**config.mk**
```make
export PLATFORM = sky130hd
export DESIGN_NAME = dla_link_activator
export DESIGN_NICKNAME = d
export VERILOG_FILES = /design/src/rtl/dla_pkg.sv /design/src/rtl/dla_sync_edge.sv /design/src/rtl/dla_timer.sv /design/src/rtl/dla_link_activator.sv
export SDC_FILE = /design/constraint.sdc
export NUM_CORES = 1
export LEC_CHECK = 0
export CAP_MARGIN = 5
export CORE_MARGIN = 4
export CORE_UTILIZATION = 45
export CTS_BUF_LIST = sky130_fd_sc_hd__clkbuf_2 sky130_fd_sc_hd__clkbuf_4 sky130_fd_sc_hd__clkbuf_8
export CTS_CLUSTER_SIZE = 28
export DETAILED_ROUTE_END_ITERATION = 7
export HOLD_SLACK_MARGIN = 0.02
export RECOVER_POWER = 100
export SYNTH_ARGS = -nofsm -noshare
export SYNTH_HDL_FRONTEND = slang
export SYNTH_HIERARCHICAL = 1
export SYNTH_SLANG_ARGS = --single-unit
```
**constraint.sdc**
```tcl
create_clock -name clk -period 2.45 [get_ports clk]
set_input_delay 0.3675 -clock clk [delete_from_list [all_inputs] [get_ports clk]]
set_output_delay 0.3675 -clock clk [all_outputs]
set_load 0.01 [all_outputs]
```
**src/rtl/dla_pkg.sv**
```systemverilog
package dla_pkg;
   typedef enum logic [1:0] {
      ST_IDLE   = 2'd0,
      ST_ARMED  = 2'd1,
      ST_COUNT  = 2'd2,
      ST_ACTIVE = 2'd3
   } dla_state_e;
endpackage

```
**src/rtl/dla_sync_edge.sv**
```systemverilog
module dla_sync_edge #(
   parameter int STAGES = 2
) (
   input  logic clk,
   input  logic rst_n,
   input  logic clk_raw,
   input  logic dat_raw,
   output logic rise,
   output logic dat_s
);
   logic [STAGES-1:0] clk_sh;
   logic [STAGES-1:0] dat_sh;
   logic              clk_prev;

   generate
      if (STAGES < 2) begin : g_bad_stages
         $error("dla_sync_edge: STAGES must be at least 2");
      end
   endgenerate

   always_ff @(posedge clk or negedge rst_n) begin
      if (!rst_n) begin
         clk_sh   <= '0;
         dat_sh   <= '0;
         clk_prev <= 1'b0;
      end else begin
         clk_sh   <= {clk_sh[STAGES-2:0], clk_raw};
         dat_sh   <= {dat_sh[STAGES-2:0], dat_raw};
         clk_prev <= clk_sh[STAGES-1];
      end
   end

   assign rise  = clk_sh[STAGES-1] & ~clk_prev;
   assign dat_s = dat_sh[STAGES-1];
endmodule

```
**src/rtl/dla_timer.sv**
```systemverilog
module dla_timer #(
   parameter int LOAD = 100
) (
   input  logic clk,
   input  logic rst_n,
   input  logic load,
   output logic expired
);
   localparam int W = $clog2(LOAD + 1);

   logic [W-1:0] cnt;

   generate
      if (LOAD < 1) begin : g_bad_load
         $error("dla_timer: LOAD must be at least 1");
      end
   endgenerate

   always_ff @(posedge clk or negedge rst_n) begin
      if (!rst_n)             cnt <= '0;
      else if (load)          cnt <= W'(LOAD);
      else if (cnt != '0)     cnt <= cnt - 1'b1;
   end

   assign expired = (cnt == '0);
endmodule

```
**src/rtl/dla_link_activator.sv**
```systemverilog
module dla_link_activator
   import dla_pkg::*;
#(
   parameter int EDGES        = 16,
   parameter int DEADLINE_CYC = 64,
   parameter int IDLE_CYC     = 200,
   parameter int SYNC_STAGES  = 2
) (
   input  logic clk,
   input  logic rst_n,
   input  logic act_req,
   input  logic perm_rst_off,
   input  logic lnk_clk_in,
   input  logic lnk_dat_in,
   output logic link_en,
   output logic rstfn_en
);
   localparam int CW = $clog2(EDGES + 1);

   generate
      if (EDGES < 1) begin : g_bad_edges
         $error("dla_link_activator: EDGES must be at least 1");
      end
   endgenerate

   dla_state_e    st, st_n;
   logic [CW-1:0] ecnt, ecnt_n, ecnt_base, ecnt_inc;
   logic          lnk_rise, dat_s;
   logic          dl_load, dl_exp, ia_load, ia_exp;

   dla_sync_edge #(.STAGES(SYNC_STAGES)) i_sync (
      .clk     (clk),
      .rst_n   (rst_n),
      .clk_raw (lnk_clk_in),
      .dat_raw (lnk_dat_in),
      .rise    (lnk_rise),
      .dat_s   (dat_s)
   );

   dla_timer #(.LOAD(DEADLINE_CYC)) i_deadline (
      .clk     (clk),
      .rst_n   (rst_n),
      .load    (dl_load),
      .expired (dl_exp)
   );

   dla_timer #(.LOAD(IDLE_CYC)) i_inactivity (
      .clk     (clk),
      .rst_n   (rst_n),
      .load    (ia_load),
      .expired (ia_exp)
   );

   assign ecnt_base = (st == ST_ARMED) ? '0 : ecnt;
   assign ecnt_inc  = ecnt_base + 1'b1;

   always_comb begin
      st_n    = st;
      ecnt_n  = ecnt;
      dl_load = 1'b0;
      ia_load = 1'b0;
      unique case (st)
         ST_IDLE: begin
            if (act_req) begin
               st_n    = ST_ARMED;
               dl_load = 1'b1;
            end
         end
         ST_ARMED, ST_COUNT: begin
            if (lnk_rise) begin
               ia_load = 1'b1;
               if (!dat_s) begin
                  ecnt_n = '0;
                  st_n   = ST_COUNT;
               end else if (ecnt_inc == CW'(EDGES)) begin
                  ecnt_n = '0;
                  st_n   = ST_ACTIVE;
               end else begin
                  ecnt_n = ecnt_inc;
                  st_n   = ST_COUNT;
               end
            end else if ((st == ST_ARMED) ? dl_exp : ia_exp) begin
               st_n = ST_IDLE;
            end
         end
         ST_ACTIVE: begin
            if (lnk_rise)    ia_load = 1'b1;
            else if (ia_exp) st_n    = ST_IDLE;
         end
         default: st_n = ST_IDLE;
      endcase
   end

   always_ff @(posedge clk or negedge rst_n) begin
      if (!rst_n) begin
         st   <= ST_IDLE;
         ecnt <= '0;
      end else begin
         st   <= st_n;
         ecnt <= ecnt_n;
      end
   end

   assign link_en  = (st == ST_ACTIVE);
   assign rstfn_en = (st == ST_IDLE) & ~perm_rst_off;
endmodule

```
# Word level (Yosys, flattened, before mapping)
# Index checks and enable logic that the tools add are counted.
# word_totals
regBits	27
in_bits	6
elab_cells	53
# classes
eq_ne	8
n_addsub	3
bitwise	4
mux	20
n_reduce_logical	11
# ops
cell	n
8-bit two-way mux	2
5-bit two-way mux	3
7-bit two-way mux	2
2-bit two-way mux	5
8-bit logical NOT	1
8-bit nonzero test	1
8-bit by 1-bit subtractor with 8-bit output, second input constant	1
7-bit logical NOT	1
1-bit two-way mux	7
7-bit nonzero test	1
7-bit by 1-bit subtractor with 7-bit output, second input constant	1
2-bit case mux with 3 select lines	1
5-bit by 1-bit adder with 5-bit output, second input constant	1
5-bit equality test, second input constant	1
2-bit equality test, second input constant	2
2-bit inequality test, second input constant	2
4-bit AND reduction	1
2-bit nonzero test	2
3-bit by 2-bit inequality test with 1-bit output, second input constant	1
3-bit OR reduction	1
1-bit bitwise AND	2
2-bit by 1-bit equality test with 1-bit output, second input constant	1
2-bit logical NOT	1
2-bit by 1-bit inequality test with 1-bit output, second input constant	1
3 further kinds	4

# Depth between registers and ports, before layout
# depth
word_depth	8
ltp_mapped	9
mapped_depth_nobuf	8

# Modules after synthesis
# Netlist, hierarchy kept.
# modules_own_cells
mod	n_inst	cells_each	seq_area_each_um2	area_each_um2
dla_link_activator	1	59	175.2	531.8
dla_timer at i_inactivity	1	46	200.2	464.2
dla_timer at i_deadline	1	37	175.2	361.6
dla_sync_edge	1	6	125.1	138.9

# Least setup slack after synthesis
# No wires, ideal clock.
# synth_timing
path_type	flip-flop to flip-flop
start	register i_inactivity.cnt[0]
end	register st[0]
t_required_ns	2.331
t_arrival_ns	2.138
slack_ns	0.194
path_stages_with_launch	9
period_less_slack_ns	2.256
path_cell_list	dfrtp_1 > inv_1 > ha_1 > or3b_2 > nor2_1 > mux2i_1 > a222oi_1 > o221ai_1 > o21a_1
# synth_via
elab_chain_cells	4
# synth_rtl
item	line	text
from (decl)	dla_timer.sv:11	logic [W-1:0] cnt;
from (signal assigned)	dla_timer.sv:21	else if (load) cnt <= W'(LOAD);
from (signal assigned)	dla_timer.sv:22	else if (cnt != '0) cnt <= cnt - 1'b1;
8-bit logical NOT *	dla_timer.sv:25	assign expired = (cnt == '0);
named net ia_exp	dla_link_activator.sv:29	logic dl_load, dl_exp, ia_load, ia_exp;
1-bit two-way mux	dla_link_activator.sv:82	end else if ((st == ST_ARMED) ? dl_exp : ia_exp) begin
3-bit by 2-bit inequality test with 1-bit output (no line)	--	
4-bit AND reduction (no line) *	--	
to (signal assigned)	dla_link_activator.sv:99	st <= st_n;
to (decl)	dla_link_activator.sv:26	dla_state_e st, st_n;
# The timed path passes the listed nets; every way through them passes the cells marked *.
# A chain may end at the register's enable or synchronous reset.

# Worst setup path in the final report
# layout_timing
start	register i_inactivity.cnt[0]
end	register st[1]
# Same word-level chain as after synthesis.

==> results.sh <==
export IMPL_cts_setup_buffers=0
export IMPL_start_kind="flop"
export IMPL_io_pins=8
export IMPL_ys_warn_count=6
export IMPL_grt_overflow_total=0
export IMPL_crit_type="flop to flop"
export IMPL_die_area_um2=4310
export IMPL_drc=0
export IMPL_cts_hold_buffers_added=0
export IMPL_die_x_um=65.7
export IMPL_via_count=1117
export IMPL_synth_nets=161
export IMPL_status="complete, no violations"
export IMPL_grt_usage_pct=14.4
export IMPL_ant_nets=0
export IMPL_ys_ff_latch=27
export IMPL_maxCapViolCount=0
export IMPL_cts_buffers=3
export IMPL_drive_above_1_share_pct=7.55
export IMPL_fmax_ghz=0.440
export IMPL_syn_inst=148
export IMPL_routabilityCongestion=0.826
export IMPL_finalSetupViolations=0
export IMPL_portBuffers=7
export IMPL_slew_viol_final=0
export IMPL_hold_viol_final=0
export IMPL_grt_pass1_vias=1125
export IMPL_area_growth_pct=9.95
export IMPL_firstDrtPassIters=6
export IMPL_crit_arrival_ns=2.52
export IMPL_synth_cell_types=49
export IMPL_clkTransAtPathRegs_ns=0.13
export IMPL_core_um2=3130
export IMPL_clock_tree_buffer_depth=2
export IMPL_h_tree_depth=1
export IMPL_antenna_found_initial=0
export IMPL_initial_core_util_pct=47.8
export IMPL_die_y_um=65.7
export IMPL_tightest_slew_ns=1.40
export IMPL_hold_ws_ns=0.370
export IMPL_fin_setup_tns_ns=0
export IMPL_post_drt_wl_per_cell_um=13.3
export IMPL_grt_pass1_wl_mm=4.88
export IMPL_rsz0062_at_grt="no"
export IMPL_ir_drop_mv=0.602
export IMPL_ys_top_cells_by_area="dfrtp_1 45%, ha_1 5.9%, a21oi_1 3.3%"
export IMPL_path_max_fanout=5
export IMPL_clk_latency_ns=0.31
export IMPL_synthTopCellsByCount="27 x dfrtp_1, 10 x a21oi_1, 10 x nand2_1"
export IMPL_antennaDiodeCount=0
export IMPL_synth_ff_type="dfrtp_1"
export IMPL_rows=20
export IMPL_skew_ns=0.00218
export IMPL_syn_area_per_cell_um2=10.1
export IMPL_powerDensity_nw_per_um2=1080
export IMPL_grt_max_degree=28
export IMPL_yosys_area_top_type="dfrtp_1"
export IMPL_endpoint_kind="flop"
export IMPL_synthMostInstantiatedCell="dfrtp_1"
export IMPL_cts_resized=0
export IMPL_fin_crit_ns=2.27
export IMPL_nets=173
export IMPL_synth_edff_count=0
export IMPL_cellLeakagePower_nw=0.689
export IMPL_ys_seq_area_share_pct=45.2
export IMPL_drtIter0Drc=41
export IMPL_finalCritPeriodShare_pct=92.8
export IMPL_async_flop_share_pct=100
export IMPL_cts_sinks=27
export IMPL_syn_area_um2=1500
export IMPL_finalWirelength_mm=2.70
export IMPL_cts_tree="done"
export IMPL_hp_class="flop to flop"
export IMPL_place_hpwl_mm=2.03
export IMPL_required_ns=2.69
export IMPL_root_buffer="clkbuf_4"
export IMPL_slew_headroom_pct=6.90
export IMPL_synth_top_area_share_pct=45.2
export IMPL_vias_per_cell=5.50
layout make-up:
class	count	area [um2]
Clock buffer	4	30.0
Tap cell	44	55.1
Sequential cell	27	676
Inverter	9	33.8
Fill cell	304	1480
Multi-Input combinational cell	108	762
Timing Repair Buffer	11	88.8
metal layers:
layer | vias to the layer above | global-route usage (%) | part of all wire, %
met2 | 24 | 23.9 | 48
met5 | - | 0 | 0
met1 | 529 | 17.8 | 47
met4 | 0 | 5.70 | 1.3
li1 | 560 | - | -
met3 | 4 | 3.42 | 4.0
flip-flops by register name (all words and copies together) (netlist names):
name	flops
i_inactivity/cnt	8
i_deadline/cnt	7
ecnt	5
i_sync/clk_sh	2
i_sync/dat_sh	2
st	2
i_sync/clk_prev	1
logic make-up (layout without fill, tap and decap cells):
logic type	Yosys count	in the layout	synth area share, %
flip-flops	27	27	45.2
multiplexers	4	4	2.76
adder cells (fa/ha/maj)	7	7	5.85
XOR/XNOR	4	4	2.34
buffers and inverters	13	24	3.76
AO/OA/AOI/OAI	34	34	15.5
AND/OR/NAND/NOR	59	59	24.7
metrics by stage:
step / worst slack (ns) / cell area, um2 / cells / power, mW / utilization (%)
finish: 0.176 / 1650 / 203 / 1.77 / 52.6
detailed placement: 0.0701 / 1630 / 199 / 1.63 / 52.1
global placement: 0.211 / 1630 / 199 / 1.59 / 52.1
global route: 0.00967 / 1650 / 203 / 1.94 / 52.6
floorplan: 0.194 / 1500 / 148 / 1.41 / -
CTS: 0.0360 / 1660 / 203 / 1.84 / 53.0
power by group:
group          switching (mW)  internal [mW]  leakage (nW)
Combinational           0.404          0.395         0.342
Clock                   0.118         0.0745        0.0184
Sequential              0.178          0.601         0.329
layout by cell type (no fill, tap or decap), types with 2 or more instances in the layout:
master	instances
o31ai_1	3
dfrtp_1	27
or3_1	3
nand2_1	10
nor2b_1	5
xnor2_1	2
xor2_1	2
dlygate4sd3_1	5
clkbuf_1	3
nand3_1	4
a211oi_1	2
a22o_1	2
ha_1	7
nor3b_1	3
and2b_1	2
clkdlybuf4s50_1	2
nand2b_1	2
inv_1	9
mux2i_1	3
o21ai_0	8
a21oi_1	10
nor3_1	7
or3b_1	2
clkbuf_4	4
or4_1	3
nor2_1	5
critical path, cell delays in order, from the launching register on:
cell,delay [ns]
dfrtp_1,0.42
inv_1,0.09
ha_1,0.22
or3b_2,0.52
nor2_4,0.14
mux2i_1,0.09
a222oi_1,0.36
clkbuf_1,0.18
mux2i_1,0.18
final timing paths:
path | to | depth (start not counted) | startpoint | slack [ns]
max in group asynchronous | ecnt[0] | 2 | rst_n | 0.74
worst min-delay path | i_sync/dat_sh[1] | 0 | i_sync/dat_sh[0] | 0.37
worst max register to register | st[1] | 8 | i_inactivity/cnt[0] | 0.18
min in group asynchronous | i_deadline/cnt[5] | 2 | rst_n | 0.88
worst max-delay path | st[1] | 8 | i_inactivity/cnt[0] | 0.18
worst min register to register | i_sync/dat_sh[1] | 0 | i_sync/dat_sh[0] | 0.37
Power figures use the tool's default switching activity.
